<file path="src/rtl/eccinit_pkg.sv">
package eccinit_pkg;
  typedef enum logic [1:0] {
    HP_IDLE  = 2'd0,
    HP_ISSUE = 2'd1,
    HP_WAIT  = 2'd2,
    HP_RESP  = 2'd3
  } hp_state_e;

  typedef enum logic [1:0] {
    SW_START = 2'd0,
    SW_RUN   = 2'd1,
    SW_DONE  = 2'd2
  } sweep_state_e;

  localparam int CSR_BIT_CHK_EN = 0;
  localparam int CSR_BIT_ERR    = 1;
  localparam int CSR_BIT_DONE   = 2;
endpackage

</file>
<file path="src/rtl/eccinit_chk_gen.sv">
// Even-parity check-bit encoder: each low check bit covers the data bits
// whose (index+1) has that bit set; the top check bit covers all data bits.
module eccinit_chk_gen #(
  parameter int DATA_W = 16,
  parameter int CHK_W  = 6
) (
  input  logic [DATA_W-1:0] data,
  output logic [CHK_W-1:0]  chk
);
  for (genvar i = 0; i < CHK_W - 1; i++) begin : g_bit
    logic [DATA_W-1:0] mask;
    for (genvar j = 0; j < DATA_W; j++) begin : g_m
      assign mask[j] = (((j + 1) >> i) % 2) == 1;
    end
    assign chk[i] = ^(data & mask);
  end
  assign chk[CHK_W-1] = ^data;
endmodule

</file>
<file path="src/rtl/eccinit_sweep.sv">
module eccinit_sweep #(
  parameter int ADDR_W = 18
) (
  input  logic              clk,
  input  logic              rst_n,
  output logic              sweep_active,
  output logic [ADDR_W-1:0] sweep_addr,
  output logic              sweep_done
);
  import eccinit_pkg::*;

  sweep_state_e state_q;
  logic [ADDR_W-1:0] addr_q;

  always_ff @(posedge clk) begin
    if (!rst_n) begin
      state_q <= SW_START;
      addr_q  <= '0;
    end else begin
      case (state_q)
        SW_START: state_q <= SW_RUN;
        SW_RUN: begin
          if (addr_q == '1) state_q <= SW_DONE;
          else addr_q <= addr_q + 1'b1;
        end
        default: state_q <= SW_DONE;
      endcase
    end
  end

  assign sweep_active = (state_q == SW_RUN);
  assign sweep_done   = (state_q == SW_DONE);
  assign sweep_addr   = addr_q;
endmodule

</file>
<file path="src/rtl/eccinit_csr.sv">
module eccinit_csr #(
  parameter int CSR_W = 8
) (
  input  logic             clk,
  input  logic             rst_n,
  input  logic             csr_we,
  input  logic [CSR_W-1:0] csr_wdata,
  input  logic             err_set,
  input  logic             init_done,
  output logic [CSR_W-1:0] csr_rdata,
  output logic             chk_en
);
  import eccinit_pkg::*;

  logic chk_en_q;
  logic err_q;

  always_ff @(posedge clk) begin
    if (!rst_n) begin
      chk_en_q <= 1'b1;
      err_q    <= 1'b0;
    end else begin
      if (csr_we) chk_en_q <= csr_wdata[CSR_BIT_CHK_EN];
      // hardware set has priority over software clear
      if (err_set) err_q <= 1'b1;
      else if (csr_we && csr_wdata[CSR_BIT_ERR]) err_q <= 1'b0;
    end
  end

  always_comb begin
    csr_rdata                 = '0;
    csr_rdata[CSR_BIT_CHK_EN] = chk_en_q;
    csr_rdata[CSR_BIT_ERR]    = err_q;
    csr_rdata[CSR_BIT_DONE]   = init_done;
  end

  assign chk_en = chk_en_q;
endmodule

</file>
<file path="src/rtl/eccinit_host_path.sv">
module eccinit_host_path #(
  parameter int SLOTS  = 16,
  parameter int ADDR_W = 18,
  parameter int DATA_W = 16,
  parameter int CHK_W  = 6,
  parameter int SEL_W  = 4,
  localparam int HA_W  = SEL_W + ADDR_W
) (
  input  logic              clk,
  input  logic              rst_n,
  input  logic              init_done,
  input  logic              chk_en,
  input  logic              req_valid,
  output logic              req_ready,
  input  logic              req_write,
  input  logic [HA_W-1:0]   req_addr,
  input  logic [DATA_W-1:0] req_wdata,
  output logic              rsp_valid,
  input  logic              rsp_ready,
  output logic [DATA_W-1:0] rsp_rdata,
  output logic              rsp_err,
  output logic [SLOTS-1:0]  host_sel,
  output logic [ADDR_W-1:0] host_addr,
  output logic              host_we,
  output logic              host_re,
  output logic [DATA_W-1:0] host_wdata,
  input  logic [DATA_W-1:0] mem_rdata,
  input  logic [CHK_W-1:0]  mem_rchk,
  output logic              err_set
);
  import eccinit_pkg::*;

  hp_state_e         state_q;
  logic              wr_q;
  logic [SEL_W-1:0]  slot_q;
  logic [ADDR_W-1:0] addr_q;
  logic [DATA_W-1:0] wdata_q;
  logic [DATA_W-1:0] rsp_data_q;
  logic              rsp_err_q;
  logic [CHK_W-1:0]  calc_chk;
  logic              mismatch;

  eccinit_chk_gen #(.DATA_W(DATA_W), .CHK_W(CHK_W)) u_rd_chk (
    .data (mem_rdata),
    .chk  (calc_chk)
  );

  assign mismatch  = chk_en && (|(calc_chk ^ mem_rchk));
  assign req_ready = init_done && (state_q == HP_IDLE);
  assign err_set   = (state_q == HP_WAIT) && mismatch;

  always_ff @(posedge clk) begin
    if (!rst_n) begin
      state_q    <= HP_IDLE;
      wr_q       <= 1'b0;
      slot_q     <= '0;
      addr_q     <= '0;
      wdata_q    <= '0;
      rsp_data_q <= '0;
      rsp_err_q  <= 1'b0;
    end else begin
      case (state_q)
        HP_IDLE: begin
          if (req_valid && req_ready) begin
            wr_q    <= req_write;
            slot_q  <= req_addr[HA_W-1:ADDR_W];
            addr_q  <= req_addr[ADDR_W-1:0];
            wdata_q <= req_wdata;
            state_q <= HP_ISSUE;
          end
        end
        HP_ISSUE: state_q <= wr_q ? HP_IDLE : HP_WAIT;
        HP_WAIT: begin
          rsp_data_q <= mem_rdata;
          rsp_err_q  <= mismatch;
          state_q    <= HP_RESP;
        end
        default: begin
          if (rsp_ready) state_q <= HP_IDLE;
        end
      endcase
    end
  end

  for (genvar s = 0; s < SLOTS; s++) begin : g_dec
    assign host_sel[s] = (state_q == HP_ISSUE) && (slot_q == SEL_W'(s));
  end

  assign host_addr  = addr_q;
  assign host_we    = (state_q == HP_ISSUE) && wr_q;
  assign host_re    = (state_q == HP_ISSUE) && !wr_q;
  assign host_wdata = wdata_q;
  assign rsp_valid  = (state_q == HP_RESP);
  assign rsp_rdata  = rsp_data_q;
  assign rsp_err    = rsp_err_q;
endmodule

</file>
<file path="src/rtl/ecc_bcast_init.sv">
module ecc_bcast_init #(
  parameter int SLOTS  = 16,
  parameter int ADDR_W = 18,
  parameter int DATA_W = 16,
  parameter int CSR_W  = 8,
  localparam int SEL_W = $clog2(SLOTS),
  localparam int HA_W  = SEL_W + ADDR_W,
  localparam int CHK_W = $clog2(DATA_W + 1) + 1
) (
  input  logic              clk,
  input  logic              rst_n,
  input  logic              req_valid,
  output logic              req_ready,
  input  logic              req_write,
  input  logic [HA_W-1:0]   req_addr,
  input  logic [DATA_W-1:0] req_wdata,
  output logic              rsp_valid,
  input  logic              rsp_ready,
  output logic [DATA_W-1:0] rsp_rdata,
  output logic              rsp_err,
  input  logic              csr_we,
  input  logic [CSR_W-1:0]  csr_wdata,
  output logic [CSR_W-1:0]  csr_rdata,
  output logic [SLOTS-1:0]  mem_sel,
  output logic [ADDR_W-1:0] mem_addr,
  output logic              mem_we,
  output logic              mem_re,
  output logic [DATA_W-1:0] mem_wdata,
  output logic [CHK_W-1:0]  mem_wchk,
  input  logic [DATA_W-1:0] mem_rdata,
  input  logic [CHK_W-1:0]  mem_rchk
);
  logic              sweep_active;
  logic [ADDR_W-1:0] sweep_addr;
  logic              sweep_done;
  logic              chk_en;
  logic              err_set;
  logic [SLOTS-1:0]  host_sel;
  logic [ADDR_W-1:0] host_addr;
  logic              host_we;
  logic              host_re;
  logic [DATA_W-1:0] host_wdata;

  eccinit_sweep #(.ADDR_W(ADDR_W)) u_sweep (
    .clk          (clk),
    .rst_n        (rst_n),
    .sweep_active (sweep_active),
    .sweep_addr   (sweep_addr),
    .sweep_done   (sweep_done)
  );

  eccinit_csr #(.CSR_W(CSR_W)) u_csr (
    .clk       (clk),
    .rst_n     (rst_n),
    .csr_we    (csr_we),
    .csr_wdata (csr_wdata),
    .err_set   (err_set),
    .init_done (sweep_done),
    .csr_rdata (csr_rdata),
    .chk_en    (chk_en)
  );

  eccinit_host_path #(
    .SLOTS(SLOTS), .ADDR_W(ADDR_W), .DATA_W(DATA_W), .CHK_W(CHK_W), .SEL_W(SEL_W)
  ) u_host (
    .clk        (clk),
    .rst_n      (rst_n),
    .init_done  (sweep_done),
    .chk_en     (chk_en),
    .req_valid  (req_valid),
    .req_ready  (req_ready),
    .req_write  (req_write),
    .req_addr   (req_addr),
    .req_wdata  (req_wdata),
    .rsp_valid  (rsp_valid),
    .rsp_ready  (rsp_ready),
    .rsp_rdata  (rsp_rdata),
    .rsp_err    (rsp_err),
    .host_sel   (host_sel),
    .host_addr  (host_addr),
    .host_we    (host_we),
    .host_re    (host_re),
    .host_wdata (host_wdata),
    .mem_rdata  (mem_rdata),
    .mem_rchk   (mem_rchk),
    .err_set    (err_set)
  );

  // Backplane mux: the sweep owns the bus until it completes.
  assign mem_sel   = sweep_active ? {SLOTS{1'b1}} : host_sel;
  assign mem_addr  = sweep_active ? sweep_addr : host_addr;
  assign mem_we    = sweep_active || host_we;
  assign mem_re    = host_re;
  assign mem_wdata = sweep_active ? '0 : host_wdata;

  // One encoder serves both sweep and host writes.
  eccinit_chk_gen #(.DATA_W(DATA_W), .CHK_W(CHK_W)) u_wr_chk (
    .data (mem_wdata),
    .chk  (mem_wchk)
  );
endmodule

</file>
<file path="config.mk">
export PLATFORM = sky130hd
export DESIGN_NAME = ecc_bcast_init
export DESIGN_NICKNAME = d
export VERILOG_FILES = /design/src/rtl/eccinit_pkg.sv /design/src/rtl/eccinit_chk_gen.sv /design/src/rtl/eccinit_sweep.sv /design/src/rtl/eccinit_csr.sv /design/src/rtl/eccinit_host_path.sv /design/src/rtl/ecc_bcast_init.sv
export SDC_FILE = /design/constraint.sdc
export NUM_CORES = 1
export LEC_CHECK = 0
export BUFFER_PORTS_ARGS = -buffer_cell sky130_fd_sc_hd__buf_4
export CAP_MARGIN = 20
export CORE_ASPECT_RATIO = 1.4
export CORE_MARGIN = 3
export CORE_UTILIZATION = 45
export DETAILED_ROUTE_END_ITERATION = 6
export PLACE_DENSITY_LB_ADDON = 0.15
export SLEW_MARGIN = 20
export SYNTH_ARGS = -nofsm -noshare
export SYNTH_HDL_FRONTEND = slang
export SYNTH_SLANG_ARGS = --single-unit
</file>
<file path="constraint.sdc">
create_clock -name clk -period 1.74 [get_ports clk]
set_input_delay 0.087 -clock clk [delete_from_list [all_inputs] [get_ports clk]]
set_output_delay 0.087 -clock clk [all_outputs]
set_load 0.02 [all_outputs]
</file>
# Yosys cells after proc, flatten, opt, wreduce, memory -nomap -nowiden
# Cells that the tools add are included.
# totals
reg_bits	80
input_bits	74
out_inout_bits	85
elab_cells	94
# op_classes
addsub	1
n_eq_ne	23
muxes	11
bitwise_logic	2
reduce_logical	46
# ops
cell	n
$reduce_xor 16->1	12
$eq 4x4->1 const B	8
$mux 16	2
$logic_and 1x1->1	23
$add 18x1->18 const B	1
$eq 18x18->1 const B	1
$mux 18	1
$eq 4x3->1 const B	4
$eq 4x2->1 const B	2
$mux 2	4
$eq 2x2->1 const B	3
$pmux 2 s3	1
$reduce_and 2->1	3
$reduce_or 6->1	1
$xor 6x6->6	1
$eq 2x1->1 const B	2
$eq 4x1->1 const B	1
$logic_not 2->1	2
$logic_not 4->1	1
$pmux 2 s2	1
$reduce_bool 4->1	1
$mux 1	2
$ne 2x1->1 const B	1
$ne 2x2->1 const B	1
other kinds (4)	4

# Logic depth before layout (Yosys ltp)
# Gate-level depths: netlist of run 1.
# depth
word_depth	6
ltp_mapped	9
ltp_nobuf	7

# By module
# A second synthesis of run 1 with hierarchy kept.
# unflattened
cells_unflattened	528
area_unflattened_um2	4764.6
# modules_own_cells
module	n_inst	cells_per_inst	area_per_inst_um2	seq_area_each_um2
eccinit_host_path	1	281	2544.9	1161.1
eccinit_sweep	1	127	1053.5	400.4
eccinit_chk_gen	2	24	294.0	0.0
ecc_bcast_init	1	56	445.4	0.0
eccinit_csr	1	16	132.6	40.0

# Least setup slack after synthesis of run 1
# OpenSTA, ideal clock, no wires.
# synth_timing
path_type	register -> register
from	register u_sweep.state_q[1]
to	register u_host.wr_q
setup_ns	0.132
arrival_ns	1.793
required_ns	1.608
setup_slack_ns	-0.185
stages_incl_launch_ff	8
n_path_buf	2
synth_period_minus_slack_ns	1.925
cell_sequence	dfxtp_1 nor2b_1 nor3b_1 nand2_1 buf_2 clkbuf_1 nand2_1 a21oi_1
# synth_via
elab_chain_len	4
# synth_rtl
item	line_no	rtl
start: declaration	eccinit_sweep.sv:12	sweep_state_e state_q;
start signal: assignment	eccinit_sweep.sv:17	state_q <= SW_START;
start signal: assignment	eccinit_sweep.sv:21	SW_START: state_q <= SW_RUN;
start signal: assignment	eccinit_sweep.sv:23	if (addr_q == '1) state_q <= SW_DONE;
$eq 2x2->1	eccinit_sweep.sv:32	assign sweep_done = (state_q == SW_DONE);
net sweep_done	ecc_bcast_init.sv:35	logic sweep_done;
$logic_and 1x1->1	eccinit_host_path.sv:49	assign req_ready = init_done && (state_q == HP_IDLE);
net req_ready	ecc_bcast_init.sv:13	output logic req_ready,
$logic_and 1x1->1	eccinit_host_path.sv:64	if (req_valid && req_ready) begin
$reduce_and 2->1 (no line)	-	
end signal: assignment	eccinit_host_path.sv:65	wr_q <= req_write;
end: declaration	eccinit_host_path.sv:34	logic wr_q;
# The timed path passes the listed nets, and every way through them passes these cells.
# A chain may end at the register's enable or synchronous reset.

# Worst setup path after layout of run 1
# layout_timing
from	register u_host.wdata_q[6], in the netlist u_host.host_wdata[6]
to	output mem_wchk[5]
# layout_via
elab_chain_len	2
# layout_rtl
item	line_no	rtl
start: declaration	eccinit_host_path.sv:37	logic [DATA_W-1:0] wdata_q;
start signal: assignment	eccinit_host_path.sv:68	wdata_q <= req_wdata;
$mux 16	ecc_bcast_init.sv:94	assign mem_wdata = sweep_active ? '0 : host_wdata;
$reduce_xor 16->1	eccinit_chk_gen.sv:17	assign chk[CHK_W-1] = ^data;
end: declaration	ecc_bcast_init.sv:29	output logic [CHK_W-1:0] mem_wchk,
# No other way between the ends.

==> results by group, run 1 <==
Worst setup path
  – Setup Crit Path Kind: reg -> out
  – Cell repeated most along the worst path: xnor2_1
  – Critical path's largest stage delay: 0.35 ns
  – WP data required: 1.65 ns
  – Cell Chain, Critical Path: xnor2_2 > xnor2_2 > xnor2_1 > xnor2_1 > xnor2_1 > nor2_1 > buf_4
  – CP Capture Type: output pin
  – Max FO, Critical Path: 4
  – Critical path startpoint category: flip-flop
  – Critical path's slowest cell: dfxtp_2
  – CP Data Arrival Time: 1.83 ns

Global route
  – Via count of the first global-routing pass: 4239
  – Overflow after GRT: 0
  – First-pass GRT wire length: 19800 um
  – GR Util met2: 44.2%
  – Antenna violations before repair: 0
  – Largest net degree at the start of global routing: 46
  – Grt met1 use: 26.1%
  – M3 GR Usage: 5.08%
  – Grt peak-use layer: met2
  – GRT Total Usage: approximately 24%

STA
  – Min Clock Period, post-route: 1.92 ns
  – Worst-margin pin slew: ~0.65 ns
  – Final Skew: around 0.0073 ns
  – RSZ-0062 raised after global routing: true
  – Slew Viols, Final: 0
  – # setup viols final: 4
  – Final WS setup: -0.177 ns
  – Fmax: 0.522 GHz
  – Relative slew slack: between 50% and 60%
  – Final worst path period share: 110%
  – Endpoints failing hold: 0

Clocking
  – Clock root cell: clkbuf_16
  – TritonCTS clock tree: yes
  – Clock tree buffer depth: 2
  – Cts bufs inserted: 9
  – CTS sink cnt: 80
  – CTS clk-pin slew, worst paths: 0.06 ns
  – Latest clock arrival within the worst-skew pair: 0.33 ns
  – H-tree levels: 3

Logic synthesis
  – Synth top area cells: dfxtp_1, nand2_1, xnor2_1
  – Synth Area in XOR/XNOR: 16.6%
  – Mux contribution to synthesized area: less than 1%
  – Synth Area in Simple Gates: 28.2%
  – Post-Syn Area: 4190 um^2
  – Post-synthesis adder-cell area fraction: less than 1%
  – Seq/Total Area, Yosys: 38.3%
  – Commonest cells in the netlist: nand2_1, dfxtp_1, a21oi_1
  – Synth Area in Compound Gates: 11.2%
  – Share of the synthesized area in the top cell type: a little under two fifths
  – Main combinational cell family by area after synthesis: simple AND/OR/NAND/NOR gates
  – Post-Syn Instances: 555
  – Top cell type by total area after synthesis: dfxtp_1
  – Post-synth EDFFs: 0
  – Synth Register Bits: 80
  – Count leader, synth: nand2_1
  – Ys flop type: dfxtp_1
  – Async set-reset flop share out of synthesis: 0%
  – Synth cell types: 38
  – Syn_area_per_cell: 7.54 um^2
  – Synth warn: 0

Floorplanning
  – Row Count: approximately 40
  – Top Ports: 159
  – Die Area: ~11000 um^2
  – Height of the die: 120 um
  – Initial Utilization: 46.4%
  – Core box area: 9030 um^2
  – Die width: 87.5 um

Power
  – Pint: 3.50 mW
  – Switching Share: 23.5%
  – Total chip power: 4.57 mW
  – Sequential power share: 40.7%
  – LEAKAGE: 2.76 nW
  – Max VDD drop: 568 uV
  – Clock network fraction of total power: 44.6%
  – Pwr Density: 715 nW/um^2
  – P_sw: 1.07 mW
  – Comb power frac: 14.7%

Drt
  – Drt first pass iters: 5
  – Vias per inst: 5.08
  – DRC errors left: 0
  – WL final: 12800 um
  – Drt wl/cell: 15.0 um
  – Post-route ant nets: 0
  – Initial DRC Count: 212
  – Via Count: between 4000 and 5000

Min path
  – Worst min path class: in -> reg

Placed design
  – Dpl hpwl: a little under 9000 um
  – Buffers added on ports: 147
  – Placed cells: 807
  – RePlAce Congestion: 0.819

Finish
  – Antenna fix cells: 0
  – Post-Layout Cell Count: 853
  – Filler cells: 700
  – Final core occ: between 70% and 80%
  – Area grow syn2layout: 52.7%
  – Layout cells sized above 1: 33.0%
  – Fin nets: 816

Flow run
  – Count of maximum capacitance violations: 0

Run status
  – Status: finished with violations
  – Failing checks: negative setup slack
## cell usage in the layout, fill, tap and decap left out, types with 2 or more instances in the layout
cell type,count
dlygate4sd3_1,23
clkbuf_16,9
nand2_1,185
xor2_1,20
o21ai_0,9
nor2b_2,2
xnor2_1,30
nand3_1,7
nand4_1,4
and3_1,4
o21ai_1,5
clkinv_2,3
nor2_1,30
buf_6,2
xor2_4,4
dfxtp_2,4
or3_1,2
mux2i_1,3
a21oi_1,60
dfxtp_4,6
conb_1,5
and2_1,21
a31o_1,2
o21ai_2,3
xnor2_2,11
buf_12,4
buf_4,182
and4_1,3
nand2b_1,4
bufinv_16,2
dfxtp_1,70
xnor3_1,4
nor2b_1,2
and2_4,2
## flip-flops by register name, summed over array words and instances, names as in the netlist
register / flops
u_host.host_addr: 18
u_host.host_wdata: 16
u_sweep.state_q: 2
u_host.rsp_rdata: 16
u_host.rsp_err: 1
u_host.state_q: 2
u_sweep.sweep_addr: 18
u_csr.err_q: 1
u_host.wr_q: 1
u_csr.chk_en: 1
u_host.slot_q: 4
## layer usage
layer | wire length, um | vias up | part of all wire, %
li1 | - | 2139 | -
met1 | 4690 | 2031 | 37
met2 | 6950 | 145 | 54
met3 | 854 | 20 | 6.7
met4 | 280 | 0 | 2.2
met5 | 0 | - | 0
## power by group through the flow
stage / logic, mW / clock network (mW) / registers (mW)
2_1_floorplan: 0.353 / 0 / 1.92
3_3_place_gp: 0.613 / 0 / 1.91
3_5_place_dp: 0.622 / 0 / 1.91
4_1_cts: 0.673 / 2.06 / 1.86
5_1_grt: 0.722 / 2.15 / 1.86
6_report: 0.674 / 2.04 / 1.86
## what timing repair did
| item | CTS | global route |
|---|---|---|
| hold buffers | 23 | 0 |
| setup endpoints to repair | 47 | 26 |
| hold endpoints to repair | 21 | 0 |
| gates resized for setup | 27 | 32 |
| gates cloned | 0 | 0 |
| buffers inserted | 4 | 3 |
| pin swaps | 6 | 18 |
## kinds of logic after synthesis
logic type | count (synthesis)
other cells | 1
compound gates | 85
xor+xnor | 70
fa+ha+maj | 1
simple gates | 274
buf+inv | 41
flops | 80
mux | 3
## layout make-up
| type | instances | area [um^2] | share of cell area (%) |
|---|---|---|---|
| multi-input cells | 438 | 2600 | 40.7 |
| repair buffers | 211 | 1700 | 26.6 |
| flip-flops and latches | 80 | 1630 | 25.5 |
| clock buffers | 10 | 239 | 3.74 |
| well taps | 107 | 134 | 2.09 |
| clock inverters | 6 | 82.6 | 1.29 |
| inverters | 1 | 3.75 | 0.0587 |
## metrics by stage
step	setup TNS [ns]	hold slack, ns	setup WS (ns)	cell area (um^2)
2_1_floorplan	0	0.149	0.00311	4210
3_3_place_gp	0	0.305	0.0920	5550
3_5_place_dp	0	0.312	0.0628	5550
4_1_cts	-0.355	0.000721	-0.153	6220
5_1_grt	-0.936	0.00207	-0.280	6390
6_report	-0.590	0.00641	-0.177	6390
## critical path: cells and delay by family, from the launching register on
family,cells,cell delay (ns)
buf+inv,1,0.17
simple gates,1,0.17
flops,1,0.35
xor+xnor,5,0.83
## final timing paths
kind | startpoint | to | slack, ns | depth (start not counted)
hold reg to reg | u_host.rsp_rdata[11] | u_host.rsp_rdata[11] | 0.45 | 2
setup / recovery | u_host.host_wdata[6] | mem_wchk[5] | -0.18 | 7
setup reg to reg | u_sweep.sweep_addr[16] | u_sweep.sweep_addr[14] | 0.12 | 7
hold / removal | req_wdata[4] | u_host.host_wdata[4] | 0.006 | 3
(Power assumes the default switching activity.)
==> inputs of run 2 (changes only) <==
--- a/config.mk
+++ b/config.mk
@@ -5,14 +5,14 @@
 export SDC_FILE = /design/constraint.sdc
 export NUM_CORES = 1
 export LEC_CHECK = 0
+export ABC_AREA = 1
 export BUFFER_PORTS_ARGS = -buffer_cell sky130_fd_sc_hd__buf_4
 export CAP_MARGIN = 20
 export CORE_ASPECT_RATIO = 1.4
 export CORE_MARGIN = 3
-export CORE_UTILIZATION = 45
+export CORE_UTILIZATION = 50
 export DETAILED_ROUTE_END_ITERATION = 6
 export PLACE_DENSITY_LB_ADDON = 0.15
-export SLEW_MARGIN = 20
 export SYNTH_ARGS = -nofsm -noshare
 export SYNTH_HDL_FRONTEND = slang
 export SYNTH_SLANG_ARGS = --single-unit
==> constraint.sdc (replaced) <==
create_clock -name clk -period 2.3 [get_ports clk]
set_input_delay 0.115 -clock clk [delete_from_list [all_inputs] [get_ports clk]]
set_output_delay 0.115 -clock clk [all_outputs]
set_load 0.02 [all_outputs]
==> results by group, run 2 <==
Drt
  – WL final: 12600 um
  – Drt first pass iters: 5
  – Vias per inst: approximately 5
  – Top routing layer used: met4
  – Initial DRC Count: about 300
  – Via Count: 5022
  – DR WL met2: 6350 um
  – Post-route ant nets: 0
  – Wl on met1: 5110 um
  – Routed wl met3: 828 um
  – DRC errors left: 0
  – Drt wl/cell: 12.7 um

Worst setup path
  – Reg2Reg Depth: 7
  – Critical path's slowest cell: dfxtp_1
  – Setup Crit Path Kind: reg -> out
  – R2r setup slk: 0.28 ns
  – WP data required: 2.18 ns
  – Setup crit start: u_sweep.state_q[1]
  – Cell repeated most along the worst path: xor2_1
  – CP Data Arrival Time: 2.03 ns
  – Reg2Reg Launch Point: u_sweep.sweep_addr[7]
  – Critical path startpoint category: flip-flop
  – CP Capture Type: output pin
  – Max FO, Critical Path: 18
  – Critical path's largest stage delay: 0.31 ns
  – Cell Chain, Critical Path: inv_2 > nand2_8 > nand2_1 > xor2_1 > xor2_1 > xor2_1 > xnor2_1 > buf_4
  – Reg2reg end: u_sweep.sweep_addr[7]

Run status
  – Status: complete, no violations

Placed design
  – Buffers added on ports: roughly 150
  – Pre-CTS WS: 0.318 ns
  – Dpl hpwl: 9590 um
  – Post-DP Area: between 5000 and 6000 um^2
  – Placed cells: 973
  – RePlAce Congestion: ~0.92

Logic synthesis
  – Synth Area in Simple Gates: 28.0%
  – Synth Register Bits: 80
  – Commonest cells in the netlist: nand2_1, inv_1, o21ai_0
  – Count leader, synth: nand2_1
  – Syn_area_per_cell: ~6.3 um^2
  – Post-synthesis adder-cell area fraction: less than 1%
  – Synth cell types: 32
  – Synth Area in XOR/XNOR: 6.38%
  – Ys flop type: dfxtp_1
  – Top cell type by total area after synthesis: dfxtp_1
  – Post-Syn Area: 4670 um^2
  – Post-Syn Instances: ~740
  – Mux contribution to synthesized area: 0%
  – Post-synth EDFFs: 0
  – Seq/Total Area, Yosys: 34.3%
  – Synth top area cells: dfxtp_1, nand2_1, o21ai_0
  – Main combinational cell family by area after synthesis: simple AND/OR/NAND/NOR gates
  – Synth warn: 0
  – Share of the synthesized area in the top cell type: 34.3%
  – Async set-reset flop share out of synthesis: 0%
  – Synth Area in Compound Gates: around a fifth

Clocking
  – Clock root cell: clkbuf_16
  – H-tree levels: 3
  – TritonCTS clock tree: yes
  – Clock tree buffer depth: 2
  – CTS clk-pin slew, worst paths: 0.06 ns
  – Latest clock arrival within the worst-skew pair: 0.33 ns
  – CTS sink cnt: 80
  – Cts bufs inserted: 9

STA
  – Setup TNS: 0 ns
  – Hold WS: roughly 0.034 ns
  – Fmax: 0.466 GHz
  – Final worst path period share: 93.3%
  – Endpoints failing hold: 0
  – Final Skew: ~0.0069 ns
  – RSZ-0062 raised after global routing: false
  – Relative slew slack: 61.7%
  – # setup viols final: 0
  – Slew Viols, Final: 0
  – Worst-margin pin slew: roughly 0.57 ns
  – Min Clock Period, post-route: 2.15 ns
  – Final WS setup: 0.153 ns

Finish
  – Post-Layout Cell Count: 992
  – Antenna fix cells: 0
  – Design area: 6130 um^2
  – Final core occ: between 60% and 70%
  – Most common cell after layout, fill and taps aside: nand2_1
  – Highest-count cells in the layout ignoring fill and taps: nand2_1, buf_4, inv_1, o21ai_0, dfxtp_1
  – Layout cells sized above 1: 20.7%
  – Area grow syn2layout: 31.4%
  – Fin nets: 956

Floorplanning
  – Die Area: approximately 11000 um^2
  – Height of the die: between 100 and 150 um
  – Top Ports: 159
  – Core box area: 9080 um^2
  – Initial Utilization: 51.4%
  – Row Count: 41
  – Die width: 87.7 um

Global route
  – First-pass GRT wire length: 19700 um
  – Antenna violations before repair: 0
  – Overflow after GRT: 0
  – GRT Total Usage: 23.3%
  – Largest net degree at the start of global routing: 48
  – Via count of the first global-routing pass: about 4500

Min path
  – Worst min path class: in -> reg
  – Hold EP: u_host.host_addr[1]
  – Worst Hold Launch: req_addr[1]
  – Hold Crit Depth: 3

Power
  – Clock network fraction of total power: 33.0%
  – LEAKAGE: 3.04 nW
  – Comb power frac: roughly 29%
  – Switching Share: about a third
  – Pint: 2.70 mW
  – P_sw: 1.25 mW
  – Sequential power share: 38.1%
  – Max VDD drop: 506 uV
  – Pwr Density: 644 nW/um^2
  – Total chip power: approximately 4.0 mW

Flow run
  – Count of maximum capacitance violations: 0
==> run 2: cell count changes in the layout (fill, tap and decap cells not counted), moves of 9 or more <==
cell	delta
inv_1	+100
o21ai_0	+78
nand2_1	+49
buf_4	-28
and2_1	-21
dlygate4sd3_1	-21
nand3_1	+21
xnor2_1	-17
a21oi_1	+12
xnor2_2	-11
dfxtp_1	+9
==> run 2: how the worst max path moves through the flow <==
stage,end,slack (ns)
after global placement,mem_wchk[2],0.40
final,mem_wchk[5],0.15
after global routing,mem_wchk[2],0.01
after detailed placement,u_sweep.sweep_addr[7],0.32
after CTS,mem_wchk[2],0.03
after floorplan,u_host.host_addr[10],0.28
==> run 2: what timing repair did <==
action                                  CTS  global route
endpoints found under the hold margin     1             0
setup buffers                             0             1
pin swaps                                 0             2
hold buffers                              2             0
gates cloned                              0             1
gates resized for setup                   1             4
endpoints found under the setup margin    3             3
==> run 2: cell families (layout without fill, tap and decap cells) <==
kind of cell | after synthesis | after routing
compound gates | 171 | 171
xor+xnor | 34 | 34
fa+ha+maj | 1 | 1
buf+inv | 139 | 275
flops | 80 | 80
other cells | 1 | 5
simple gates | 318 | 319
==> run 2: worst max-delay path, delay by kind of cell, from the launching register on <==
| family | cells | cell delay, ns |
|---|---|---|
| XOR/XNOR | 4 | 0.74 |
| buffers and inverters | 2 | 0.33 |
| flip-flops | 1 | 0.31 |
| AND/OR/NAND/NOR | 2 | 0.32 |
==> run 2: per-layer routing <==
| metal | track usage [%] | vias to the layer above |
|---|---|---|
| met4 | 11.0 | 0 |
| li1 | - | 2617 |
| met3 | 4.36 | 23 |
| met1 | 27.0 | 2211 |
| met5 | 0 | - |
| met2 | 40.2 | 171 |
==> run 2: layout make-up <==
cell class,count,area [um^2]
multi-input cells,530,2540
clock inverters,3,17.5
repair buffers,157,1200
well taps,107,134
fillers,802,2950
inverters,103,387
flip-flops and latches,80,1600
clock buffers,12,256
==> run 2: power by group through the flow <==
stage	combinational (mW)	sequential (mW)	clock (mW)
6_report	1.14	1.51	1.30
5_1_grt	1.26	1.51	1.39
4_1_cts	1.14	1.50	1.34
3_5_place_dp	1.12	1.53	0
3_3_place_gp	1.10	1.53	0
2_1_floorplan	0.686	1.55	0
